<file path="src/rtl/rit_pkg.sv">
package rit_pkg;
  localparam int unsigned CNT_W  = 8;
  localparam int unsigned N_TB   = 4;
  localparam int unsigned TB_W   = $clog2(N_TB);
  localparam int unsigned DATA_W = 8;

  // control register field positions
  localparam int unsigned EN_BIT  = 1;
  localparam int unsigned FLG_BIT = 2;
  localparam int unsigned SS_BIT  = 3;
  localparam int unsigned TB_LSB  = 4;

  typedef enum logic {
    ADDR_CTRL = 1'b0,
    ADDR_IVAL = 1'b1
  } reg_addr_e;

  typedef struct packed {
    logic            en;
    logic [TB_W-1:0] tb;
    logic [CNT_W-1:0] ival;
  } cfg_t;
endpackage

</file>
<file path="src/rtl/rit_cfg_sync.sv">
module rit_cfg_sync
  import rit_pkg::*;
(
  input  logic             clk_i,
  input  logic             rst_ni,
  input  logic             sync_tick_i,
  input  logic             ctrl_we_i,
  input  logic             ival_we_i,
  input  logic [DATA_W-1:0] wdata_i,
  output cfg_t             cfg_o,
  output logic             single_o
);
  cfg_t staged_q, active_q;
  logic single_q;

  always_ff @(posedge clk_i or negedge rst_ni) begin
    if (!rst_ni) begin
      staged_q <= '0;
      single_q <= 1'b0;
    end else begin
      if (ctrl_we_i) begin
        staged_q.en <= wdata_i[EN_BIT];
        staged_q.tb <= wdata_i[TB_LSB +: TB_W];
        single_q    <= wdata_i[SS_BIT];
      end
      if (ival_we_i) staged_q.ival <= wdata_i[CNT_W-1:0];
    end
  end

  always_ff @(posedge clk_i or negedge rst_ni) begin
    if (!rst_ni)          active_q <= '0;
    else if (sync_tick_i) active_q <= staged_q;
  end

  assign cfg_o    = active_q;
  assign single_o = single_q;

  // active configuration moves only on the sync tick
  a_r8_cfg_hold: assert property (@(posedge clk_i) disable iff (!rst_ni)
    !sync_tick_i |=> $stable(active_q));
endmodule

</file>
<file path="src/rtl/rit_counter.sv">
module rit_counter
  import rit_pkg::*;
(
  input  logic            clk_i,
  input  logic            rst_ni,
  input  logic [N_TB-1:0] tick_i,
  input  cfg_t            cfg_i,
  input  logic            single_i,
  output logic            event_o
);
  logic [CNT_W-1:0] cnt_q;
  logic             done_q;
  logic             sel_tick, hold, match;

  assign sel_tick = tick_i[cfg_i.tb];
  assign hold     = done_q & single_i;
  assign match    = (cnt_q == cfg_i.ival);
  assign event_o  = cfg_i.en & ~hold & sel_tick & match;

  always_ff @(posedge clk_i or negedge rst_ni) begin
    if (!rst_ni) begin
      cnt_q  <= '0;
      done_q <= 1'b0;
    end else if (!cfg_i.en) begin
      cnt_q  <= '0;
      done_q <= 1'b0;
    end else begin
      if (!single_i) done_q <= 1'b0;
      else if (event_o) done_q <= 1'b1;
      if (hold || event_o) cnt_q <= '0;
      else if (sel_tick)   cnt_q <= cnt_q + 1'b1;
    end
  end

  a_r9_idle_zero: assert property (@(posedge clk_i) disable iff (!rst_ni)
    !cfg_i.en |=> cnt_q == '0);
  a_r4_hold_zero: assert property (@(posedge clk_i) disable iff (!rst_ni)
    (cfg_i.en && hold) |=> cnt_q == '0);
  a_r2_step: assert property (@(posedge clk_i) disable iff (!rst_ni)
    (cfg_i.en && !hold && sel_tick && !match) |=> cnt_q == $past(cnt_q) + 1'b1);
  a_r3_wrap: assert property (@(posedge clk_i) disable iff (!rst_ni)
    event_o |=> cnt_q == '0);
endmodule

</file>
<file path="src/rtl/rit_flag.sv">
module rit_flag (
  input  logic clk_i,
  input  logic rst_ni,
  input  logic event_i,
  input  logic clr_i,
  input  logic irq_en_i,
  output logic flag_o,
  output logic irq_o,
  output logic wake_o
);
  logic flag_q;

  always_ff @(posedge clk_i or negedge rst_ni) begin
    if (!rst_ni)      flag_q <= 1'b0;
    else if (event_i) flag_q <= 1'b1;   // event beats clear
    else if (clr_i)   flag_q <= 1'b0;
  end

  assign flag_o = flag_q;
  assign irq_o  = flag_q & irq_en_i;
  assign wake_o = flag_q;

  a_r5_set: assert property (@(posedge clk_i) disable iff (!rst_ni)
    event_i |=> flag_q);
  a_r5_sticky: assert property (@(posedge clk_i) disable iff (!rst_ni)
    (flag_q && !clr_i) |=> flag_q);
  a_r5_no_spurious: assert property (@(posedge clk_i) disable iff (!rst_ni)
    (!flag_q && !event_i) |=> !flag_q);
endmodule

</file>
<file path="src/rtl/rtc_interval_timer.sv">
module rtc_interval_timer
  import rit_pkg::*;
(
  input  logic              clk_i,
  input  logic              rst_ni,
  input  logic [N_TB-1:0]   tick_i,
  input  logic              sync_tick_i,
  input  logic              reg_we_i,
  input  logic              reg_addr_i,
  input  logic [DATA_W-1:0] reg_wdata_i,
  output logic [DATA_W-1:0] reg_rdata_o,
  input  logic              irq_en_i,
  output logic              irq_o,
  output logic              wake_o
);
  cfg_t cfg;
  logic single, evt, flag, ctrl_we, ival_we;

  assign ctrl_we = reg_we_i & (reg_addr_i == ADDR_CTRL);
  assign ival_we = reg_we_i & (reg_addr_i == ADDR_IVAL);

  rit_cfg_sync u_cfg (
    .clk_i, .rst_ni, .sync_tick_i,
    .ctrl_we_i(ctrl_we), .ival_we_i(ival_we), .wdata_i(reg_wdata_i),
    .cfg_o(cfg), .single_o(single)
  );

  rit_counter u_cnt (
    .clk_i, .rst_ni, .tick_i,
    .cfg_i(cfg), .single_i(single), .event_o(evt)
  );

  rit_flag u_flag (
    .clk_i, .rst_ni, .event_i(evt),
    .clr_i(ctrl_we & reg_wdata_i[FLG_BIT]),
    .irq_en_i, .flag_o(flag), .irq_o, .wake_o
  );

  always_comb begin
    reg_rdata_o = '0;
    if (reg_addr_i == ADDR_IVAL) begin
      reg_rdata_o[CNT_W-1:0] = cfg.ival;
    end else begin
      reg_rdata_o[EN_BIT]              = cfg.en;
      reg_rdata_o[FLG_BIT]             = flag;
      reg_rdata_o[SS_BIT]              = single;
      reg_rdata_o[TB_LSB +: TB_W]      = cfg.tb;
    end
  end

  a_r6_irq_gate: assert property (@(posedge clk_i) disable iff (!rst_ni)
    irq_o |-> wake_o);
endmodule

</file>
<file path="config.mk">
export PLATFORM = sky130hd
export DESIGN_NAME = rtc_interval_timer
export DESIGN_NICKNAME = d
export VERILOG_FILES = /design/src/rtl/rit_pkg.sv /design/src/rtl/rit_cfg_sync.sv /design/src/rtl/rit_counter.sv /design/src/rtl/rit_flag.sv /design/src/rtl/rtc_interval_timer.sv
export SDC_FILE = /design/constraint.sdc
export NUM_CORES = 1
export LEC_CHECK = 0
export ABC_AREA = 1
export BUFFER_PORTS_ARGS = -buffer_cell sky130_fd_sc_hd__buf_2
export CELL_PAD_IN_SITES_DETAIL_PLACEMENT = 0
export CELL_PAD_IN_SITES_GLOBAL_PLACEMENT = 1
export CORE_MARGIN = 8
export CORE_UTILIZATION = 43
export CTS_BUF_LIST = sky130_fd_sc_hd__clkbuf_8 sky130_fd_sc_hd__clkbuf_16
export CTS_CLUSTER_DIAMETER = 30
export CTS_CLUSTER_SIZE = 14
export DETAILED_ROUTE_END_ITERATION = 16
export PLACE_DENSITY = 0.87
export SYNTH_ARGS = -nofsm -noshare
export SYNTH_HDL_FRONTEND = slang
export SYNTH_SLANG_ARGS = --single-unit
</file>
<file path="constraint.sdc">
create_clock -name clk_i -period 2.5 [get_ports clk_i]
set_clock_uncertainty 0.15 [all_clocks]
set_input_delay 0.625 -clock clk_i [delete_from_list [all_inputs] [get_ports clk_i]]
set_output_delay 0.625 -clock clk_i [all_outputs]
set_load 0.005 [all_outputs]
</file>
# Word level (Yosys, flattened, before mapping)
# Index checks and enable logic that the tools add are counted.
# totals
ff_bits,33
# classes
addsub,1
magnitude_cmp,1
eq_ne,3
muxes,13
bitwise_logic,10
reduce_logical,2
# ops
cell,count
$mux 8,3
$add 8x1->8 const B,1
$and 1x1->1,8
$eq 8x8->1,1
$mux 1,7
$mux 5,1
$lt 2x3->1 const B,1
$ne 3x1->1 const B,1
$ne 3x2->1 const B,1
$bmux 1 s2,1
$mux 2,1
$not 1->1,2
$reduce_bool 2->1,1
$logic_or 1x1->1,1

# Depth between registers and ports, before layout
# Gate-level depths: netlist of the first run.
# logic_depth
ltp_word,8
mapped_depth,10
ltp_nobuf,9

# Modules after synthesis
# From an unflattened synthesis of the first run, not the netlist that was laid out.
# unflattened
cells_unflattened,261
hier_area_um2,1855.5
# by_module_without_submodules
mod,n_inst,cells_each,area_each_um2
rit_cfg_sync,1,98,875.8
rit_counter,1,126,790.8
rtc_interval_timer,1,29,133.9
rit_flag,1,8,55.1

# Worst setup path after synthesis of the first run
# Ideal clock, no wire load.
# synth_timing
path_type,input -> output
from,input port reg_addr_i
to,output port reg_rdata_o[2]
arrival_time_ps,1044
required_ps,1725
setup_slack_ps,681
cell_stages,3
n_path_buf,1
cell_sequence,buf_2 inv_1 o21ai_0
# synth_between
elab_chain_len,1
# synth_rtl
element,line,source
"start, declared",rtc_interval_timer.sv:9,"input logic reg_addr_i,"
$mux 5,rtc_interval_timer.sv:41,if (reg_addr_i == ADDR_IVAL) begin
"end, declared",rtc_interval_timer.sv:11,"output logic [DATA_W-1:0] reg_rdata_o,"
# No other way between the ends.

# Worst setup path after layout of the first run
# layout_timing
from,input port reg_addr_i
to,output port reg_rdata_o[3]
# The elaborated chain is that of the path after synthesis.

==> impl_metrics.ini, run 1 <==
[run_status]
status = complete, no violations

[synth]
yosys.area_share.simple_pct = 28.3
syn-num-nets = 238
netlist_area_um2 = 1680
postSynthAreaPerCell_um2 = 7.66
yosys.area_share.adder_pct = 0.746
synth_xor_area_share_pct = 0.522
ys_ff_latch = 33
postSynthCellCount = 219
synth_cell_type_count = 20
synth_compound_area_share_pct = 8.87
yosys_warnings = 0
synth_top_family_by_area = simple AND/OR/NAND/NOR gates
synthMuxAreaShare_pct = 2.68
ys_seq_area_share_pct = 49.2

[critical_path]
cp-end-kind = output pin
ff2ff_path_depth = 9
cp_data_required_time_ps = 1730
timing.rr.end = u_cnt.cnt_q[3]$_DFFE_PN0P_
critPathArrivalTime_ps = 1230
reg2reg_slack_ps = 1000
critPathKind = input pin to output pin
r2r-start = u_cnt.cnt_q[5]$_DFFE_PN0P_
path_max_fanout = 11
setup.worst_path.start_class = input pin

[clock_network]
tritoncts = yes
cts_resized = 0
htreeDepth = 2
cts.sinks = 33
clkLatencyLatePin_ps = 280
numCtsBuffers = 5
clockBufferDepth = 2
hold_buffers = 0
post_cts_buffers = 0
clock-root-buffer = clkbuf_8
path_clk_slew_ps = 70

[timing]
slew_violations = 0
setup_viol = 0
rsz0062_at_grt = false
finalCritPeriodShare_pct = 80.1
tns_ps = 0
hold_viol_final = 0
worstMarginPinSlew_ps = 743
slew_headroom_pct = 50.5
max_freq_mhz = 500
period_needed_ps = 2000

[power_and_ir_drop]
power_density_nw_per_um2 = 650
p_leak_nw = 1.03
vdd_drop_max_v = 0.000407
p_total_mw = 1.26

[cells_and_area]
n_antenna_cell = 0
fill_cells = 392
drive_gt1_share_pct = 20.2
nNetsFinal = 267
mostFrequentLayoutCell = nand2_1
area_growth_pct = 15.4
mostFrequentLayoutCells = nand2_1, inv_1, dfrtp_1

[floorplanning]
die_h_um = 78.5
start_util_pct = 45.2
core-area_um2 = 3720
rows = 22
top_level_ports = 28
dieArea_um2 = 6160
die_x_um = 78.5

[placement]
io_buffer_count = 27
place_hpwl_um = 2630
gp_congestion = 0.766

[route]
wire_per_inst_um = 11.6
routed_wl_um = 3420
drcViolationCount = 0
initialDrtViolationCount = 44
drt_pre_antenna_iters = 4
antenna_left = 0
via_count = 1378
via_per_inst = 4.66

[grt]
met1_usage_pct = 14.5
met2_usage_pct = 19.9
grt_util_met3_pct = 4.10
antenna_found_initial = 0
grt_pass1_vias = 1374
grt-busiest-layer = met2
overflow = 0
grt_max_degree = 34
grt_pass1_wl_um = 6050
track_usage_pct = 12.1

[worst_hold_path]
hp-class = input pin to async pin

[job]
max_cap_viol_count = 0
where the power goes:
part           internal [mW]  switching [mW]  total (mW)  leakage, nW
sequential             0.592          0.0401       0.632        0.423
clock                  0.217           0.184       0.402       0.0433
combinational         0.0902           0.134       0.224        0.562
cell families (layout without fill, tap and decap cells):
family	Yosys count	in the layout
AND/OR/NAND/NOR	110	110
AO/OA/AOI/OAI	29	29
XOR/XNOR	1	1
flip-flops	33	33
multiplexers	4	4
adder cells (fa/ha/maj)	1	1
buffers and inverters	41	70
worst max path at each step:
stage               startpoint             end  slack [ps]  depth (start not counted)
CTS                 reg_addr_i  reg_rdata_o[3]         490                          4
finish              reg_addr_i  reg_rdata_o[3]         500                          4
global route        reg_addr_i  reg_rdata_o[2]         410                          4
detailed placement  reg_addr_i  reg_rdata_o[2]         500                          4
floorplan           reg_addr_i  reg_rdata_o[2]         680                          3
global placement    reg_addr_i  reg_rdata_o[3]         520                          4
registers in the layout (all words and copies together) (netlist names):
name and cells:
u_cfg.cfg_o 11, u_cfg.single_o 1, u_cfg.staged_q 11, u_cnt.cnt_q 8, u_cnt.done_q 1, u_flag.flag_o 1
cell type report:
type,instances,area (µm²),area share (%)
clock buffer,6,82.6,4.27
clock inverter,1,7.51,0.388
inverter,36,135,6.98
multi-input combinational,145,689,35.6
sequential,33,826,42.7
tap,48,60.1,3.10
timing repair buffer,27,135,6.98
cells in the mapped netlist, drive strengths merged:
cell | instances | area, µm²
clkbuf | 3 | 11.3
nand3 | 11 | 70.1
a21oi | 2 | 13.8
nand4 | 3 | 18.8
mux2 | 4 | 45.0
xnor2 | 1 | 8.76
inv | 36 | 135
buf | 2 | 16.3
o21ai | 27 | 135
nor2 | 16 | 62.6
ha | 1 | 12.5
nand2 | 80 | 323
dfrtp | 33 | 826
worst max-delay path, cell delays in order:
cell and delay, ps:
buf_2 200, inv_1 120, o21ai_0 150, buf_2 140
per-layer routing:
metal | part of all wire, % | up-vias
met4 | 0.91 | 0
li1 | - | 728
met3 | 4.5 | 4
met5 | 0 | -
met2 | 46 | 27
met1 | 49 | 619
through the flow:
stage          setup slack (ps)  instance area (µm²)  utilization [%]  hold slack, ps  cells
2_1_floorplan               681                 1680                -             179    219
3_3_place_gp                517                 1850             49.7             314    289
3_5_place_dp                504                 1850             49.7             321    289
4_1_cts                     492                 1940             52.1             275    296
5_1_grt                     412                 1940             52.1             316    296
6_report                    499                 1940             52.1             254    296
(Power assumes the default switching activity.)
==> run 2, diff against run 1 <==
CORE_UTILIZATION = 36   (was 43)
PLACE_DENSITY = 0.78   (was 0.87)
clock period = 1.8 ns   (was 2.5 ns; I/O delays follow)
==> impl_metrics.ini, run 2 (synthesis gave the netlist of run 1 again) <==
[placement]
io_buffer_count = 27
gp_congestion = 0.778
dp.cells = 298
place_hpwl_um = 2600

[power_and_ir_drop]
p_total_mw = 1.91
pwr-share-clk_pct = 37.6
switching_share_pct = 26.8
switchingPower_mw = 0.511
power_density_nw_per_um2 = 957
seq_power_share_pct = 46.1
intPower_mw = 1.40
vdd_drop_max_v = 0.000586
p_leak_nw = 1.06
share_comb_of_total_power_pct = 16.4

[grt]
grt_pass1_vias = 1422
track_usage_pct = 10.3
overflow = 0
grt_max_degree = 34
grt_pass1_wl_um = 6110
antenna_found_initial = 0

[cells_and_area]
n_antenna_cell = 0
area_growth_pct = 18.7
nNetsFinal = 270
mostFrequentLayoutCells = nand2_1, inv_1, dfrtp_1
mostFrequentLayoutCell = nand2_1
stdcell_count = 306
drive_gt1_share_pct = 21.0

[route]
antenna_left = 0
wire_per_inst_um = 11.1
via_count = 1368
routed_wl_um = 3400
initialDrtViolationCount = 101
via_per_inst = 4.47
drcViolationCount = 0
drt_pre_antenna_iters = 4

[job]
max_cap_viol_count = 0

[critical_path]
critPathArrivalTime_ps = 1090
ff2ff_path_depth = 9
cp_slowest_cell = buf_2
crit_path_frequent_cell = buf_2
cp-end-kind = output pin
cp.buffers_inverters = 3
path_cells = buf_2, inv_1, o21ai_0, buf_2
setup.worst_path.start_class = input pin
cp_data_required_time_ps = 1200
crit_family = buffers and inverters
critPathKind = input pin to output pin
cp.depth = 4
path_max_fanout = 11
crit_path_max_incr_delay_ps = 200

[clock_network]
clock-root-buffer = clkbuf_8
numCtsBuffers = 5
clockBufferDepth = 2
path_clk_slew_ps = 70
htreeDepth = 2
cts_resized = 0
clkLatencyLatePin_ps = 280
post_cts_buffers = 0
hold_buffers = 0
cts.sinks = 33
tritoncts = yes

[floorplanning]
die_h_um = 84.3
core-area_um2 = 4600
rows = 25
die_x_um = 84.3
start_util_pct = 36.5
dieArea_um2 = 7100
top_level_ports = 28

[timing]
setup_viol = 0
hold_viol_final = 0
rsz0062_at_grt = false
period_needed_ps = 1690
slew_violations = 0
max_freq_mhz = 592
slew_headroom_pct = 72.7
tns_ps = 0
worstMarginPinSlew_ps = 410
finalCritPeriodShare_pct = 93.8

[run_status]
status = complete, no violations

[worst_hold_path]
hp-class = input pin to async pin
==> run 2: cell count changes in the layout (fill, tap and decap cells not counted) <==
cell	before	now
bufinv_16	0	1
buf_4	0	3
inv_1	34	35
clkinvlp_4	1	0
==> run 2: per-layer routing <==
layer  routed length [µm]  vias to the layer above  track usage, %  share of wire [%]
li1                     -                      733               -                  -
met1                 1700                      607            12.0                 50
met2                 1500                       22            17.2                 44
met3                  145                        6            3.39                4.3
met4                   51                        0            3.77                1.5
met5                    0                        -               0                  0
==> run 2: layout make-up <==
type / count / area, µm²
clock buffer: 6 / 82.6
timing repair buffer: 30 / 158
multi-input combinational: 145 / 689
inverter: 36 / 135
fill: 459 / 2610
tap: 54 / 67.6
clock inverter: 2 / 33.8
sequential: 33 / 826
==> run 2: per-stage QoR <==
step | cell area, µm² | hold slack (ps) | setup WS (ps) | util, %
after floorplan | 1680 | 4.41 | 331 | -
after detailed placement | 1880 | 325 | 120 | 40.8
final | 1990 | 30.0 | 112 | 43.3
after CTS | 1990 | 44.4 | 109 | 43.3
after global routing | 1990 | 67.0 | 79.3 | 43.3
after global placement | 1880 | 319 | 154 | 40.8
==> run 2: worst reg2reg max path: stages (launching register included) <==
cell,delay (ps)
dfrtp_1,460
inv_1,90
nand2_1,60
nand2_1,40
nor2_1,100
nand2_1,70
nor2_2,100
nand2_2,130
nand2_2,120
nor2_1,50
==> run 2: worst paths after layout <==
check / startpoint / to / slack, ps
max reg2reg: u_cnt.cnt_q[5]$_DFFE_PN0P_ / u_cnt.cnt_q[2]$_DFFE_PN0P_ / 300
max: reg_addr_i / reg_rdata_o[3] / 110
min: rst_ni / u_cfg.staged_q[6]$_DFFE_PN0P_ / 30
min reg2reg: u_cfg.staged_q[2]$_DFFE_PN0P_ / u_cfg.cfg_o[2]$_DFFE_PN0P_ / 340
min in group clk_i: reg_wdata_i[7] / u_cfg.staged_q[7]$_DFFE_PN0P_ / 250
max in group asynchronous: rst_ni / u_cfg.staged_q[1]$_DFFE_PN0P_ / 1180
==> run 2: power groups by stage <==
| stage | Combinational (mW) | Clock [mW] | Sequential (mW) |
|---|---|---|---|
| after global placement | 0.318 | 0 | 0.893 |
| after floorplan | 0.223 | 0 | 0.877 |
| final | 0.312 | 0.716 | 0.879 |
| after global routing | 0.368 | 0.756 | 0.891 |
| after detailed placement | 0.320 | 0 | 0.892 |
| after CTS | 0.321 | 0.736 | 0.879 |
